===== src/rtl/dacif_pkg.sv =====
package dacif_pkg;
  typedef enum logic [2:0] {
    LK_IDLE,
    LK_ADDR,
    LK_AACK,
    LK_TX,
    LK_TXACK,
    LK_RX,
    LK_RXACK,
    LK_SKIP
  } link_state_t;
endpackage


===== src/rtl/dacif_line_sync.sv =====
module dacif_line_sync #(
  parameter int          LINES   = 3,
  parameter int          STAGES  = 2,
  parameter logic [LINES-1:0] RST_VAL = '1
) (
  input  logic             clk,
  input  logic             rst,
  input  logic [LINES-1:0] raw,
  output logic [LINES-1:0] synced
);
  genvar i;
  generate
    for (i = 0; i < LINES; i++) begin : g_line
      logic [STAGES-1:0] chain;
      always_ff @(posedge clk) begin
        if (rst) chain <= {STAGES{RST_VAL[i]}};
        else     chain <= {chain[STAGES-2:0], raw[i]};
      end
      assign synced[i] = chain[STAGES-1];
    end
  endgenerate
endmodule


===== src/rtl/dacif_link_fsm.sv =====
module dacif_link_fsm
  import dacif_pkg::*;
#(
  parameter int                DATA_W   = 8,
  parameter int                ADDR_W   = 6,
  parameter logic [ADDR_W-1:0] DEV_ADDR = 6'b100111
) (
  input  logic              clk,
  input  logic              rst,
  input  logic              scl_q,
  input  logic              sda_q,
  input  logic [DATA_W-1:0] code,
  output logic              sda_oe,
  output link_state_t       state,
  output logic              commit,
  output logic [DATA_W-1:0] commit_data,
  output logic              commit_mode
);
  localparam int CNT_W = $clog2(DATA_W + 1);
  localparam logic [CNT_W-1:0] CNT_FULL = CNT_W'(DATA_W);
  localparam logic [CNT_W-1:0] CNT_LAST = CNT_W'(DATA_W - 1);

  logic scl_d, sda_d;
  logic scl_rise, scl_fall, start_ev, stop_ev;
  logic [CNT_W-1:0]  cnt;
  logic [DATA_W-1:0] sh;
  logic [DATA_W-1:0] tx;
  logic y_bit, rw_bit, m_ack;

  always_ff @(posedge clk) begin
    if (rst) begin
      scl_d <= 1'b1;
      sda_d <= 1'b1;
    end else begin
      scl_d <= scl_q;
      sda_d <= sda_q;
    end
  end

  assign scl_rise = scl_q & ~scl_d;
  assign scl_fall = ~scl_q & scl_d;
  assign start_ev = scl_q & scl_d & sda_d & ~sda_q;
  assign stop_ev  = scl_q & scl_d & ~sda_d & sda_q;

  always_ff @(posedge clk) begin
    if (rst) begin
      state       <= LK_IDLE;
      cnt         <= '0;
      sh          <= '0;
      tx          <= '0;
      y_bit       <= 1'b0;
      rw_bit      <= 1'b0;
      m_ack       <= 1'b0;
      sda_oe      <= 1'b0;
      commit      <= 1'b0;
      commit_data <= '0;
      commit_mode <= 1'b0;
    end else begin
      commit <= 1'b0;
      if (start_ev) begin
        state  <= LK_ADDR;
        cnt    <= '0;
        sda_oe <= 1'b0;
      end else if (stop_ev) begin
        state  <= LK_IDLE;
        sda_oe <= 1'b0;
      end else begin
        case (state)
          LK_ADDR: begin
            if (scl_rise) begin
              sh  <= {sh[DATA_W-2:0], sda_q};
              cnt <= cnt + 1'b1;
            end else if (scl_fall && cnt == CNT_FULL) begin
              if (sh[DATA_W-1 -: ADDR_W] == DEV_ADDR) begin
                state  <= LK_AACK;
                sda_oe <= 1'b1;
                y_bit  <= sh[1];
                rw_bit <= sh[0];
              end else begin
                state <= LK_SKIP;
              end
            end
          end
          LK_AACK: begin
            if (scl_fall) begin
              cnt <= '0;
              if (rw_bit) begin
                state  <= LK_TX;
                tx     <= code;
                sda_oe <= ~code[DATA_W-1];
              end else begin
                state  <= LK_RX;
                sda_oe <= 1'b0;
              end
            end
          end
          LK_TX: begin
            if (scl_fall) begin
              if (cnt == CNT_LAST) begin
                cnt    <= '0;
                sda_oe <= 1'b0;
                state  <= LK_TXACK;
              end else begin
                cnt    <= cnt + 1'b1;
                sda_oe <= ~tx[DATA_W-2];
                tx     <= {tx[DATA_W-2:0], 1'b0};
              end
            end
          end
          LK_TXACK: begin
            if (scl_rise) begin
              m_ack <= ~sda_q;
            end else if (scl_fall) begin
              if (m_ack) begin
                state  <= LK_TX;
                tx     <= code;
                sda_oe <= ~code[DATA_W-1];
              end else begin
                state <= LK_SKIP;
              end
            end
          end
          LK_RX: begin
            if (scl_rise) begin
              sh  <= {sh[DATA_W-2:0], sda_q};
              cnt <= cnt + 1'b1;
            end else if (scl_fall && cnt == CNT_FULL) begin
              sda_oe <= 1'b1;
              state  <= LK_RXACK;
            end
          end
          LK_RXACK: begin
            if (scl_fall) begin
              sda_oe      <= 1'b0;
              commit      <= 1'b1;
              commit_data <= {sh[DATA_W-1:1], y_bit};
              commit_mode <= sh[0];
              state       <= LK_SKIP;
            end
          end
          default: sda_oe <= 1'b0;
        endcase
      end
    end
  end
endmodule


===== src/rtl/dacif_code_store.sv =====
module dacif_code_store #(
  parameter int                DATA_W    = 8,
  parameter logic [DATA_W-1:0] INIT_CODE = 8'h80
) (
  input  logic              clk,
  input  logic              rst,
  input  logic              commit,
  input  logic [DATA_W-1:0] commit_data,
  input  logic              commit_mode,
  input  logic              wp_q,
  output logic [DATA_W-1:0] code,
  output logic              prog_req
);
  logic allow;
  assign allow = commit & wp_q;

  always_ff @(posedge clk) begin
    if (rst) begin
      code     <= INIT_CODE;
      prog_req <= 1'b0;
    end else begin
      prog_req <= allow & ~commit_mode;
      if (allow & commit_mode) code <= commit_data;
    end
  end
endmodule


===== src/rtl/dacif_i2c_top.sv =====
module dacif_i2c_top
  import dacif_pkg::*;
#(
  parameter int                DATA_W    = 8,
  parameter int                ADDR_W    = 6,
  parameter logic [ADDR_W-1:0] DEV_ADDR  = 6'b100111,
  parameter logic [DATA_W-1:0] INIT_CODE = 8'h80,
  parameter int                SYNC_STG  = 2
) (
  input  logic              clk,
  input  logic              rst,
  input  logic              scl_in,
  input  logic              sda_in,
  input  logic              wp_in,
  output logic              sda_oe,
  output logic [DATA_W-1:0] dac_code,
  output logic              prog_req
);
  logic [2:0] raw_l, sync_l;
  logic scl_s, sda_s, wp_s;
  link_state_t link_state;
  logic commit, commit_mode;
  logic [DATA_W-1:0] commit_data;

  assign raw_l = {wp_in, sda_in, scl_in};
  assign scl_s = sync_l[0];
  assign sda_s = sync_l[1];
  assign wp_s  = sync_l[2];

  dacif_line_sync #(.LINES(3), .STAGES(SYNC_STG), .RST_VAL(3'b011)) u_sync (
    .clk(clk), .rst(rst), .raw(raw_l), .synced(sync_l)
  );

  dacif_link_fsm #(.DATA_W(DATA_W), .ADDR_W(ADDR_W), .DEV_ADDR(DEV_ADDR)) u_link (
    .clk(clk), .rst(rst), .scl_q(scl_s), .sda_q(sda_s), .code(dac_code),
    .sda_oe(sda_oe), .state(link_state), .commit(commit),
    .commit_data(commit_data), .commit_mode(commit_mode)
  );

  dacif_code_store #(.DATA_W(DATA_W), .INIT_CODE(INIT_CODE)) u_store (
    .clk(clk), .rst(rst), .commit(commit), .commit_data(commit_data),
    .commit_mode(commit_mode), .wp_q(wp_s), .code(dac_code), .prog_req(prog_req)
  );
endmodule


===== config.mk =====
export PLATFORM = sky130hd
export DESIGN_NAME = dacif_i2c_top
export DESIGN_NICKNAME = d
export VERILOG_FILES = /design/src/rtl/dacif_pkg.sv /design/src/rtl/dacif_line_sync.sv /design/src/rtl/dacif_link_fsm.sv /design/src/rtl/dacif_code_store.sv /design/src/rtl/dacif_i2c_top.sv
export SDC_FILE = /design/constraint.sdc
export NUM_CORES = 1
export LEC_CHECK = 0
export ABC_AREA = 1
export BUFFER_PORTS_ARGS = -buffer_cell sky130_fd_sc_hd__buf_2
export CAP_MARGIN = 20
export CORE_MARGIN = 1
export CORE_UTILIZATION = 40
export CTS_BUF_LIST = sky130_fd_sc_hd__clkbuf_2
export DETAILED_ROUTE_END_ITERATION = 10
export SYNTH_ARGS = -nofsm -noshare
export SYNTH_HDL_FRONTEND = slang
export SYNTH_SLANG_ARGS = --single-unit
export TNS_END_PERCENT = 20

===== constraint.sdc =====
create_clock -name clk -period 1.8 [get_ports clk]
set_input_delay 0.36 -clock clk [delete_from_list [all_inputs] [get_ports clk]]
set_output_delay 0.36 -clock clk [all_outputs]
set_load 0.05 [all_outputs]

==> results.tsv <==
stage	metric	value	unit
drt	vias_per_cell	4.89	
drt	drt-total-wl	5.19	mm
drt	ant_nets	0	
floorplan	chipWidth	81.7	um
sta	fin_tns_setup	0	ns
floorplan	core	6030	um^2
layout	area_delta_synth_final	8.62	%
layout	diodes	0	
global_route	grt_usage	17.6	%
yosys	seq_area_frac_synth	41.8	%
yosys	synth.avg_cell_area	7.26	um^2
sta	slew_violations	0	
layout	layout-drive-gt1-share	19.1	%
drt	first_iter_violations	101	
floorplan	die_h	81.7	um
setup_path	worstPathArrival	2.03	ns
drt	post_drt_wl_per_cell	11.8	um
layout	nets	374	
yosys	syn_nets	358	
sta	fmax	602	MHz
drt	num_vias	2156	
floorplan	num_rows	28	
floorplan	start_util	42.2	%
sta	tightest_slew	0.515	ns
sta	grt_setup_unrepaired	false	
yosys	yosys.area.top_type	dfxtp_1	
clock_network	clk_pin_slew	0.28	ns
yosys	syn-cell-area	2540	um^2
clock_network	hold_buffers	0	
global_route	antenna_found_initial	0	
yosys	syn_inst	350	
sta	setup_viol	0	
clock_network	cts.htree.levels	2	
clock_network	clk_latency	0.44	ns
yosys	synth_seq_cells	53	
floorplan	die-area	6680	um^2
setup_path	cp.required	2.17	ns
clock_network	cts_buffers	5	
drt	dr.pass1.iters	5	
yosys	synth_top_area_share	41.8	%
global_route	grt_pass1_vias	1971	
worst_hold_path	hold_class	in2reg	
sta	hold_viol	0	
placement	routabilityCongestion	0.869	
floorplan	pin_count	15	
global_route	grt_overflow	0	
sta	min_period_over_period	92.2	%
yosys	synth-warning-count	0	
setup_path	cp-start-kind	register	
sta	setup_slack	0.140	ns
setup_path	worstSetupEndpointType	register	
global_route	grt_pass1_wl	9.06	mm
sta	clock_skew	0.0156	ns
layout	fillers	637	
layout	utilization	45.8	%
power	leakagePower	1.27	nW
power	ir_worst_vdd	561	uV
placement	io_buffer_count	14	
power	power.density	1290	nW/um^2
placement	hpwl	3.76	mm
yosys	yosys-top-cells-area	dfxtp_1 (42%), nand2_1 (8.3%), nor2_1 (8.0%)	
global_route	grt_max_degree	41	
setup_path	worstSetupPathType	reg2reg	
sta	hold_ws	0.0868	ns
yosys	ys_types	30	
placement	place_worst_setup_slack	0.159	ns
sta	fin_crit	1.66	ns
clock_network	cts_tree	done	
setup_path	crit_fanout	4	
clock_network	clockBufferDepth	2	
status	outcome	finished clean	
run	maxCapViolations	0	
sta	slew_headroom	65.6	%
clock_network	cts_root_buf	clkbuf_2	
drt	post-route-drc-count	0	
clock_network	cts.sink_count	53	
worst max-delay path, stage by stage, from the launching register on:
cell	delay [ns]
dfxtp_1	0.42
ha_1	0.19
nand3_1	0.16
nand2_1	0.16
nand2_1	0.08
inv_1	0.06
nand3_1	0.06
nor2_1	0.26
nand2_1	0.09
nand2_1	0.06
nor2_1	0.04
path summary, 6_finish.rpt:
check | slack, ns | endpoint | depth (start not counted) | startpoint
worst max-delay path | 0.14 | u_link.state[2]$_SDFFE_PP0P_ | 10 | u_link.cnt[0]$_SDFFE_PP0P_
worst max register to register | 0.14 | u_link.state[2]$_SDFFE_PP0P_ | 10 | u_link.cnt[0]$_SDFFE_PP0P_
worst min register to register | 0.42 | u_sync.g_line[2].chain[1]$_SDFF_PP0_ | 2 | u_sync.g_line[2].chain[0]$_SDFF_PP0_
worst min-delay path | 0.09 | u_sync.g_line[1].chain[0]$_SDFF_PP1_ | 2 | sda_in
cell families (layout without fill, tap and decap cells):
kind of cell    after synthesis  count (layout)  synth area share [%]
simple gates                184             184                  35.6
fa+ha+maj                     3               3                  1.48
compound gates               58              58                  11.9
flops                        53              53                  41.8
buf+inv                      52              68                  9.26
placed cells by master (no fill, tap or decap), types with 6 or more instances in the layout:
master    instances
o21ai_0          37
buf_2            14
inv_1            37
nand3b_1          7
nand3_1          24
dfxtp_1          50
nor2_2           17
buf_4             6
nand2_1          56
a21oi_1          17
nor2_1           54
power breakdown:
part           internal [mW]  switching, mW  leakage [nW]
Clock                  0.233          0.383        0.0394
Sequential              1.32          0.147         0.431
Combinational          0.551          0.934         0.801
Total                   2.10           1.46          1.27
what timing repair did:
item,4_1_cts,5_1_grt
endpoints found under the hold margin,0,0
resized for setup,0,3
buffers inserted,0,2
endpoints found under the setup margin,0,8
stage by stage:
step / power [mW] / std cells / area, um^2
floorplan: 2.69 / 350 / 2540
global placement: 2.87 / 432 / 2680
detailed placement: 2.88 / 432 / 2680
CTS: 3.51 / 439 / 2740
global route: 3.87 / 441 / 2760
finish: 3.57 / 441 / 2760
synth_stat cells (all sizes together):
master	number
clkbuf	6
or2	4
nand3	26
nand4	4
nand3b	7
nand2	62
nor2	74
o21ai	38
dfxtp	53
inv	40
a211oi	2
and2	1
buf	6
nor3	5
a21oi	18
nor3b	1
ha	3
state kept, by name, summed over array words and instances, names as in the netlist:
signal and flops:
u_link.scl_d 1, u_link.tx 7, u_link.m_ack 1, u_sync.g_line.chain 6
u_link.cnt 4, u_link.commit 1, u_store.prog_req 1, u_store.code 8
u_link.rw_bit 1, u_link.sda_d 1, u_link.commit_data 8, u_link.sh 8
u_link.commit_mode 1, u_link.state 3, u_link.y_bit 1, u_link.sda_oe 1
metal layers:
metal	vias up	global-route usage (%)	share of wire [%]
met4	0	5.96	0.87
li1	1148	-	-
met1	943	25.1	52
met3	5	3.33	4.9
met5	-	0	0
met2	60	26.5	43
final cells by class:
cell class	count	area [um^2]	share of cell area [%]
Multi-Input combinational cell	245	1240	45.1
Tap cell	75	93.8	3.40
Clock buffer	5	25.0	0.907
Timing Repair Buffer	21	135	4.90
Clock inverter	2	38.8	1.41
Inverter	40	158	5.71
Sequential cell	53	1060	38.6
Note: power is estimated with default switching activity, not from simulation.
